==> config.mk <==
export PLATFORM = sky130hd
export DESIGN_NAME = recirc_shift_chain
export DESIGN_NICKNAME = d
export VERILOG_FILES = /design/src/rtl/srr_pkg.sv /design/src/rtl/srr_ctrl.sv /design/src/rtl/srr_datapath.sv /design/src/rtl/recirc_shift_chain.sv
export SDC_FILE = /design/constraint.sdc
export NUM_CORES = 1
export LEC_CHECK = 0
export ABC_AREA = 1
export BUFFER_PORTS_ARGS = -buffer_cell sky130_fd_sc_hd__clkbuf_2
export CAP_MARGIN = 10
export CORE_MARGIN = 3
export CORE_UTILIZATION = 29
export CTS_BUF_LIST = sky130_fd_sc_hd__clkbuf_8
export DETAILED_ROUTE_END_ITERATION = 7
export PLACE_DENSITY = 0.44
export SETUP_SLACK_MARGIN = 0.05
export SYNTH_ARGS = -nofsm -noshare
export SYNTH_HDL_FRONTEND = slang
export SYNTH_SLANG_ARGS = --single-unit
==> constraint.sdc <==
create_clock -name clk -period 1.3 [get_ports clk]
set_input_delay 0 -clock clk [delete_from_list [all_inputs] [get_ports clk]]
set_output_delay 0 -clock clk [all_outputs]
set_load 0.05 [all_outputs]
==> src/rtl/srr_pkg.sv <==
package srr_pkg;

  typedef struct packed {
    logic shift;
    logic takeRecirc;
  } unit_strobe_t;

endpackage

==> src/rtl/srr_ctrl.sv <==
module srr_ctrl
  import srr_pkg::*;
#(
  parameter int UNITS = 2
) (
  input  logic                     clk,
  input  logic                     rst,
  input  logic                     shiftEn,
  input  logic                     modeSel,
  output unit_strobe_t [UNITS-1:0] strobes,
  output logic                     strobeOut
);

  logic [UNITS-1:0] enReg;
  logic [UNITS:0]   enTap;

  assign enTap = {enReg, shiftEn};

  always_ff @(posedge clk) begin
    if (rst) enReg <= '0;
    else     enReg <= enTap[UNITS-1:0];
  end

  for (genvar u = 0; u < UNITS; u++) begin : g_strobe
    assign strobes[u].shift = enTap[u];
    if (u == 0) begin : g_head
      assign strobes[u].takeRecirc = modeSel;
    end else begin : g_follow
      assign strobes[u].takeRecirc = 1'b0;
    end
  end

  assign strobeOut = enTap[UNITS];

endmodule

==> src/rtl/srr_datapath.sv <==
module srr_datapath
  import srr_pkg::*;
#(
  parameter int STAGES = 64,
  parameter int UNITS  = 2
) (
  input  logic                     clk,
  input  logic                     rst,
  input  unit_strobe_t [UNITS-1:0] strobes,
  input  logic                     dataIn,
  input  logic                     recircIn,
  output logic                     headBit,
  output logic                     tailBit
);

  logic [UNITS-1:0] chainIn;

  assign chainIn[0] = dataIn;

  for (genvar u = 0; u < UNITS; u++) begin : g_unit
    logic [STAGES-1:0] stg;
    logic              feed;

    assign feed = strobes[u].takeRecirc ? recircIn : chainIn[u];

    always_ff @(posedge clk) begin
      if (rst)                 stg <= '0;
      else if (strobes[u].shift) stg <= {stg[STAGES-2:0], feed};
    end

    if (u + 1 < UNITS) begin : g_hand
      logic handOff;
      always_ff @(posedge clk) begin
        if (rst)                   handOff <= 1'b0;
        else if (strobes[u].shift) handOff <= stg[STAGES-1];
      end
      assign chainIn[u+1] = handOff;
    end

    if (u == 0) begin : g_headTap
      assign headBit = stg[0];
    end
    if (u == UNITS - 1) begin : g_tailTap
      assign tailBit = stg[STAGES-1];
    end
  end

endmodule

==> src/rtl/recirc_shift_chain.sv <==
module recirc_shift_chain
  import srr_pkg::*;
#(
  parameter int STAGES = 64,
  parameter int UNITS  = 2
) (
  input  logic clk,
  input  logic rst,
  input  logic shiftEn,
  input  logic modeSel,
  input  logic dataIn,
  input  logic recircIn,
  output logic serOut,
  output logic serOutN,
  output logic strobeOut
);

  unit_strobe_t [UNITS-1:0] strobes;
  logic headBit;
  logic tailBit;

  srr_ctrl #(.UNITS(UNITS)) u_ctrl (
    .clk       (clk),
    .rst       (rst),
    .shiftEn   (shiftEn),
    .modeSel   (modeSel),
    .strobes   (strobes),
    .strobeOut (strobeOut)
  );

  srr_datapath #(.STAGES(STAGES), .UNITS(UNITS)) u_dp (
    .clk      (clk),
    .rst      (rst),
    .strobes  (strobes),
    .dataIn   (dataIn),
    .recircIn (recircIn),
    .headBit  (headBit),
    .tailBit  (tailBit)
  );

  assign serOut  = tailBit;
  assign serOutN = ~tailBit;

endmodule

# After elaboration in Yosys (flattened, before gate mapping)
# Index checks and enable logic that the tools add are counted.
# op_classes
n_bitwise	1
n_mux	1
# ops
cell	count
$mux W1	1
$not A1 Y1	1
# word_totals
reg_bits	131
out_inout_bits	3
wordCells	6
in_bits	6

# Depth between registers and ports, before layout
# Gate-level depths: netlist (run 1).
# depth
depth_word	1
ltp_mapped	6

# Cells and area by module
# A second synthesis (run 1) with hierarchy kept.
# unflattened
cells_unflattened	579
area_unflattened_um2	4564.4
# by_module_without_submodules
module	n_inst	cells_each	seq_area_each_um2	area_each_um2
srr_datapath	1	568	2582.5	4479.3
srr_ctrl	1	10	40.0	81.3
recirc_shift_chain	1	1	0.0	3.8

# Worst setup path after synthesis (run 1)
# OpenSTA, ideal clock, no wires.
# synth_timing
kind	register to output
from	register u_dp.g_unit[1].stg[63]
to	output port serOutN
stages_incl_launch_ff	2
slack_ns	0.327
arrival_time_ns	0.973
n_path_buf	0
path_cell_list	dfxtp_1 > inv_1
# synth_between
elab_chain_len	1
# synth_lines
element	line_no	rtl
from (decl)	srr_datapath.sv:21	logic [STAGES-1:0] stg;
from (signal assigned)	srr_datapath.sv:28	else if (strobes[u].shift) stg <= {stg[STAGES-2:0], feed};
$not A1 Y1	recirc_shift_chain.sv:42	assign serOutN = ~tailBit;
to (decl)	recirc_shift_chain.sv:14	output logic serOutN,
# Every way passes these cells.

# Final worst setup path (run 1)
# layout_timing
from	input port modeSel
to	register u_dp.g_unit[0].stg[0]
# layout_between
elab_chain_len	1
# layout_lines
element	line_no	rtl
from (decl)	recirc_shift_chain.sv:10	input logic modeSel,
$mux W1	srr_datapath.sv:24	assign feed = strobes[u].takeRecirc ? recircIn : chainIn[u];
to (signal assigned)	srr_datapath.sv:28	
to (decl)	srr_datapath.sv:21	
# Every way passes these cells.
# A chain may end at the register's enable or synchronous reset.

==> flow_metrics.py, run 1 <==
metrics = {
    "outcome": {
        "outcome": "finished, final reports clean",
    },
    "routing": {
        "wl_per_cell_um": 9.79,
        "dr.pass1.iters": 4,
        "drc": 0,
        "viasPerCell": 4.30,
        "dr.first_iter.drc_count": 308,
        "ant_nets": 0,
        "num_vias": 3438,
        "drt-total-wl_um": 7830,
    },
    "critical_path": {
        "end_kind": "flop",
        "ff2ff_path_depth": 4,
        "critical_path_arrival_ns": 1.40,
        "start_kind": "input port",
        "critPathMaxFanout": 2,
        "cp.required_ns": 1.62,
        "startpoint": "modeSel",
        "crit_path_end": "u_dp.g_unit[0].stg[0]",
        "r2r-start": "u_ctrl.enReg[0]",
        "r2r_slack_ns": 0.32,
        "rr_endpoint": "u_dp.g_unit[1].stg[55]",
        "crit_type": "in2reg",
    },
    "placement": {
        "io_buffer_count": 8,
        "dp_hpwl_um": 4030,
        "routabilityCongestion": 0.687,
        "place_ws_ns": 0.315,
    },
    "power_and_ir_drop": {
        "power_density_mw_per_mm2": 1550,
        "power_frac_clock_pct": 39.0,
        "combPwrFrac_pct": 7.5,
        "switching_share_pct": 23.5,
        "pwr-share-seq_pct": 53.5,
        "leakagePower_nw": 2.25,
        "max-vdd-ir-drop_uv": 456,
        "internal-power_w": 0.00628,
        "p_sw_w": 0.00193,
    },
    "sta": {
        "rsz0062_at_grt": "no",
        "slew_headroom_pct": 70.7,
        "finalClockSkew_ns": 0.00774,
        "worstMarginPinSlew_ns": 0.439,
        "tns_ns": 0,
        "fin_crit_ns": 1.08,
        "finalMaxSlewViolations": 0,
        "fin_crit_sh_pct": 83.3,
        "final-setup-viol-count": 0,
        "layout_setup_ws_ns": 0.217,
        "fmax_ghz": 0.923,
        "finalHoldViolations": 0,
    },
    "clocking": {
        "cts_tree": "done",
        "clk_latency_ns": 0.42,
        "cts_root_buf": "clkbuf_8",
        "cts-buffers-inserted": 17,
        "post-cts-setup-buffer-count": 0,
        "cts_sinks": 131,
        "path_clk_slew_ns": 0.07,
        "cts_max_level": 4,
        "cts_max_path_buffers": 2,
    },
    "grt": {
        "grt_busiest_layer": "met2",
        "use_met3_pct": 2.93,
        "met2_usage_pct": 13.2,
        "grt_util_met1_pct": 11.9,
        "grt_overflow": 0,
        "grt_antenna_before_repair": 0,
        "grt_pass1_wl_um": 13400,
        "grt_pass1_vias": 2992,
        "grtUsageTotal_pct": 9.10,
        "grt_max_degree": 110,
    },
    "floorplan": {
        "start_util_pct": 29.7,
        "die_w_um": 134,
        "ios": 9,
        "dieArea_mm2": 0.0179,
        "core_region_area_mm2": 0.0159,
        "fp.dieH_um": 134,
        "row_count": 46,
    },
    "logic_synthesis": {
        "syn-num-nets": 576,
        "ys_seq_area_share_pct": 55.4,
        "syn_inst": 570,
        "ys_types": 14,
        "syn_area_per_cell_um2": 8.31,
        "yosysWarnings": 0,
        "synth_area_mm2": 0.00474,
        "synth_seq_cells": 131,
    },
    "cells_and_area": {
        "syn_to_final_growth_pct": 11.8,
        "fillerInstances": 1665,
        "antennaDiodeCount": 0,
        "nNetsFinal": 578,
        "drive_gt1_share_pct": 17.0,
        "ff_latch_area_mm2": 0.00262,
        "multiInputGateArea_mm2": 0.00176,
    },
    "worst_hold_path": {
        "hold_class": "in2reg",
    },
    "run": {
        "maxCapViolations": 0,
    },
}
[how the worst min path moves through the flow]
| stage | depth (start not counted) | slack, ns | from | to |
|---|---|---|---|---|
| floorplan | 1 | 0.07 | rst | u_ctrl.enReg[0] |
| CTS | 3 | 0.31 | rst | u_ctrl.enReg[0] |
| global placement | 2 | 0.24 | rst | u_ctrl.enReg[0] |
| detailed placement | 2 | 0.23 | rst | u_ctrl.enReg[0] |
| finish | 3 | 0.34 | rst | u_ctrl.enReg[0] |
| global route | 3 | 0.33 | rst | u_ctrl.enReg[0] |
[Yosys cell counts]
library cell	n	area, um^2
o21ai_0	127	636
inv_1	2	7.51
buf_4	1	7.51
buf_12	6	120
clkbuf_1	9	33.8
nor2_2	50	313
nand2_1	2	7.51
dfxtp_1	131	2620
inv_4	1	6.26
buf_6	7	78.8
nor2_1	211	792
buf_2	19	95.1
inv_2	2	7.51
o21ai_1	2	10.0
[critical path, stage by stage]
cell and delay, ns:
dlygate4sd3_1 0.53, clkbuf_2 0.11, nand2_1 0.05, dlygate4sd3_1 0.54
nand2_1 0.05, nor2_1 0.08, nor2_1 0.04
[metrics by stage]
step,util [%],instances,hold WS (ns),area [um^2],total power [W]
5_1_grt,33.2,800,0.329,5290,0.00865
2_1_floorplan,-,570,0.0669,4740,0.00500
3_3_place_gp,30.5,763,0.240,4860,0.00506
6_report,33.2,800,0.336,5290,0.00821
3_5_place_dp,30.5,763,0.229,4860,0.00508
4_1_cts,33.2,800,0.306,5290,0.00837
[metal layers]
metal	up-vias	share of wire (%)
met2	34	43
met4	0	1.6
met1	1576	53
met3	10	2.9
li1	1818	-
met5	-	0
[final cells by class]
type,count,share of cell area [%]
flip-flops and latches,131,49.5
multi-input cells,392,33.2
clock buffers,23,5.98
well taps,216,5.11
repair buffers,25,4.63
clock inverters,8,1.13
inverters,5,0.402
[cell usage in the layout (no fill, tap or decap), types with 2 or more instances in the layout]
cell             n
nor2_1         211
clkbuf_2         8
dlygate4sd3_1    6
nand2_1          2
nor2_2          50
clkinv_2         3
inv_1            6
buf_4            6
inv_2            2
clkbuf_8        23
buf_12           5
o21ai_0        127
o21ai_1          2
dfxtp_1        131
[power by group through the flow]
stage                     registers [W]  logic (W)  clock network (W)
after floorplan                 0.00446   0.000532                  0
after global placement          0.00447   0.000589                  0
after detailed placement        0.00448   0.000604                  0
after CTS                       0.00439   0.000622            0.00335
after global routing            0.00442   0.000711            0.00352
final                           0.00439   0.000613            0.00320
[registers in the layout (all words and copies together), names as in the netlist]
signal,flops
u_dp.g_unit.g_hand.handOff,1
u_dp.g_unit.stg,128
u_ctrl.enReg,2
[repair_timing]
item,in CTS,in global routing
resized for setup,0,0
endpoints found under the setup margin,0,0
hold buffers,6,0
endpoints found under the hold margin,12,0
[cell families after synthesis]
logic type | count (synthesis) | synth area share (%)
AND/OR/NAND/NOR | 263 | 23.5
flip-flops | 131 | 55.4
AO/OA/AOI/OAI | 129 | 13.6
buffers and inverters | 47 | 7.53
Note: power is estimated with default switching activity, not from simulation.
==> run 2, diff against run 1 <==
Clock period 1.3 ns to 1 ns, I/O delays scaled along.
==> flow_metrics.py, run 2 (synthesis gave the netlist of run 1 again) <==
metrics = {
    "outcome": {
        "outcome": "finished, final reports clean",
    },
    "sta": {
        "finalClockSkew_ns": 0.00709,
        "layout_setup_ws_ns": 0.0338,
        "fmax_ghz": 1.03,
        "finalHoldViolations": 0,
        "tns_ns": 0,
        "finalMaxSlewViolations": 0,
        "fin_crit_sh_pct": 96.6,
        "slew_headroom_pct": 84.9,
        "final-setup-viol-count": 0,
        "fin_crit_ns": 0.966,
        "rsz0062_at_grt": "yes",
        "worstMarginPinSlew_ns": 0.226,
    },
    "placement": {
        "dp_hpwl_um": 4100,
        "routabilityCongestion": 0.673,
        "io_buffer_count": 8,
        "place_ws_ns": 0.0988,
    },
    "worst_hold_path": {
        "min_from": "rst",
        "hold_class": "in2reg",
        "hold_end": "u_ctrl.enReg[1]",
        "hold_depth": 3,
    },
    "critical_path": {
        "crit_chain": "clkbuf_8",
        "critPathMaxFanout": 3,
        "r2r_slack_ns": 0.11,
        "r2r-start": "u_ctrl.enReg[0]",
        "critical_path_arrival_ns": 0.97,
        "cpLargestDelayFamily": "flip-flops",
        "crit_buf_inv": 1,
        "end_kind": "output port",
        "crit_type": "reg2out",
        "start_kind": "flop",
        "critPathMaxStageDelay_ns": 0.35,
        "ff2ff_path_depth": 3,
        "rr_endpoint": "u_dp.g_unit[1].stg[19]",
        "crit_slowest_cell": "dfxtp_2",
        "cp.required_ns": 1.00,
    },
    "power_and_ir_drop": {
        "max-vdd-ir-drop_uv": 726,
        "power_frac_clock_pct": 41.0,
        "combPwrFrac_pct": 7.7,
        "internal-power_w": 0.00853,
        "switching_share_pct": 23.5,
        "p_sw_w": 0.00263,
        "leakagePower_nw": 2.30,
        "pwr-share-seq_pct": 51.2,
        "power_density_mw_per_mm2": 2050,
    },
    "cells_and_area": {
        "nNetsFinal": 580,
        "regMostFlops": "u_dp.g_unit.stg",
        "largest_reg_flops": 128,
        "syn_to_final_growth_pct": 15.1,
        "final_common_cell": "nor2_1",
        "mostFrequentLayoutCells": "211 x nor2_1, 128 x dfxtp_1, 90 x o21ai_0",
        "drive_gt1_share_pct": 18.6,
        "top_regs": "u_dp.g_unit.stg x128, u_ctrl.enReg x2, u_dp.g_unit.g_hand.handOff x1",
        "antennaDiodeCount": 0,
        "fillerInstances": 1664,
    },
    "routing": {
        "drc": 0,
        "dr.first_iter.drc_count": 206,
        "wl_per_cell_um": 9.78,
        "viasPerCell": 4.24,
        "num_vias": 3399,
        "ant_nets": 0,
        "drt-total-wl_um": 7840,
        "dr.pass1.iters": 5,
    },
    "floorplan": {
        "row_count": 46,
        "core_region_area_mm2": 0.0159,
        "ios": 9,
        "die_w_um": 134,
        "start_util_pct": 29.7,
        "dieArea_mm2": 0.0179,
        "fp.dieH_um": 134,
    },
    "clocking": {
        "cts_sinks": 131,
        "cts_max_path_buffers": 2,
        "post-cts-setup-buffer-count": 0,
        "clk_latency_ns": 0.44,
        "cts_tree": "done",
        "cts_root_buf": "clkbuf_8",
        "cts-buffers-inserted": 17,
        "path_clk_slew_ns": 0.07,
        "cts_max_level": 4,
    },
    "grt": {
        "grtUsageTotal_pct": 9.36,
        "grt_pass1_vias": 3090,
        "grt_max_degree": 66,
        "grt_pass1_wl_um": 13700,
        "grt_overflow": 0,
        "grt_antenna_before_repair": 0,
    },
    "run": {
        "maxCapViolations": 0,
    },
}
run 2: changes by cell type in the layout (fill, tap and decap cells not counted), sizes merged:
cell / previous run / this run
bufinv: 1 / 3
clkinvlp: 0 / 1
buf: 11 / 16
clkinv: 3 / 6
dlygate4sd3: 6 / 5
clkbuf: 31 / 26
inv: 9 / 6
run 2: metal layers:
metal / global-route usage [%] / wire [um]
met5: 0 / 0
met4: 5.31 / 113
met3: 3.60 / 242
met2: 14.0 / 3330
met1: 11.5 / 4160
run 2: power groups by stage:
stage | clock (W) | sequential (W) | combinational, W
floorplan | 0 | 0.00580 | 0.000693
global placement | 0 | 0.00582 | 0.000800
detailed placement | 0 | 0.00582 | 0.000815
CTS | 0.00476 | 0.00571 | 0.000850
global route | 0.00496 | 0.00575 | 0.00101
finish | 0.00458 | 0.00572 | 0.000864
run 2: cell type report:
type / instances / area, um^2 / share of cell area [%]
clock buffer: 20 / 275 / 5.05
clock inverter: 11 / 135 / 2.48
inverter: 5 / 23.8 / 0.436
multi-input combinational: 392 / 1760 / 32.2
sequential: 131 / 2630 / 48.2
tap: 216 / 270 / 4.96
timing repair buffer: 27 / 360 / 6.61
run 2: worst max path at each step:
| stage | slack [ns] | startpoint | endpoint | depth (start not counted) |
|---|---|---|---|---|
| floorplan | 0.06 | u_ctrl.enReg[0] | u_dp.g_unit[1].stg[54] | 6 |
| global placement | 0.12 | u_ctrl.enReg[0] | u_dp.g_unit[1].stg[35] | 4 |
| detailed placement | 0.1 | u_ctrl.enReg[0] | u_dp.g_unit[1].stg[31] | 4 |
| CTS | -0.02 | u_dp.g_unit[1].stg[63] | serOutN | 2 |
| global route | -0.01 | u_dp.g_unit[1].stg[63] | serOut | 1 |
| finish | 0.03 | u_dp.g_unit[1].stg[63] | serOut | 1 |
run 2: metrics by stage:
| step | hold WS (ns) | cells | total power (W) | instance area, um^2 | util (%) |
|---|---|---|---|---|---|
| CTS | 0.300 | 802 | 0.0113 | 5420 | 34.0 |
| detailed placement | 0.242 | 766 | 0.00664 | 4920 | 30.9 |
| finish | 0.335 | 802 | 0.0112 | 5450 | 34.2 |
| global placement | 0.243 | 766 | 0.00662 | 4920 | 30.9 |
| global route | 0.337 | 802 | 0.0117 | 5450 | 34.2 |
| floorplan | 0.0595 | 570 | 0.00650 | 4740 | - |
run 2: what timing repair did:
item,4_1_cts,5_1_grt
endpoints found under the setup margin,3,63
gates resized for setup,9,46
hold buffers,5,0
hold endpoints to repair,4,0
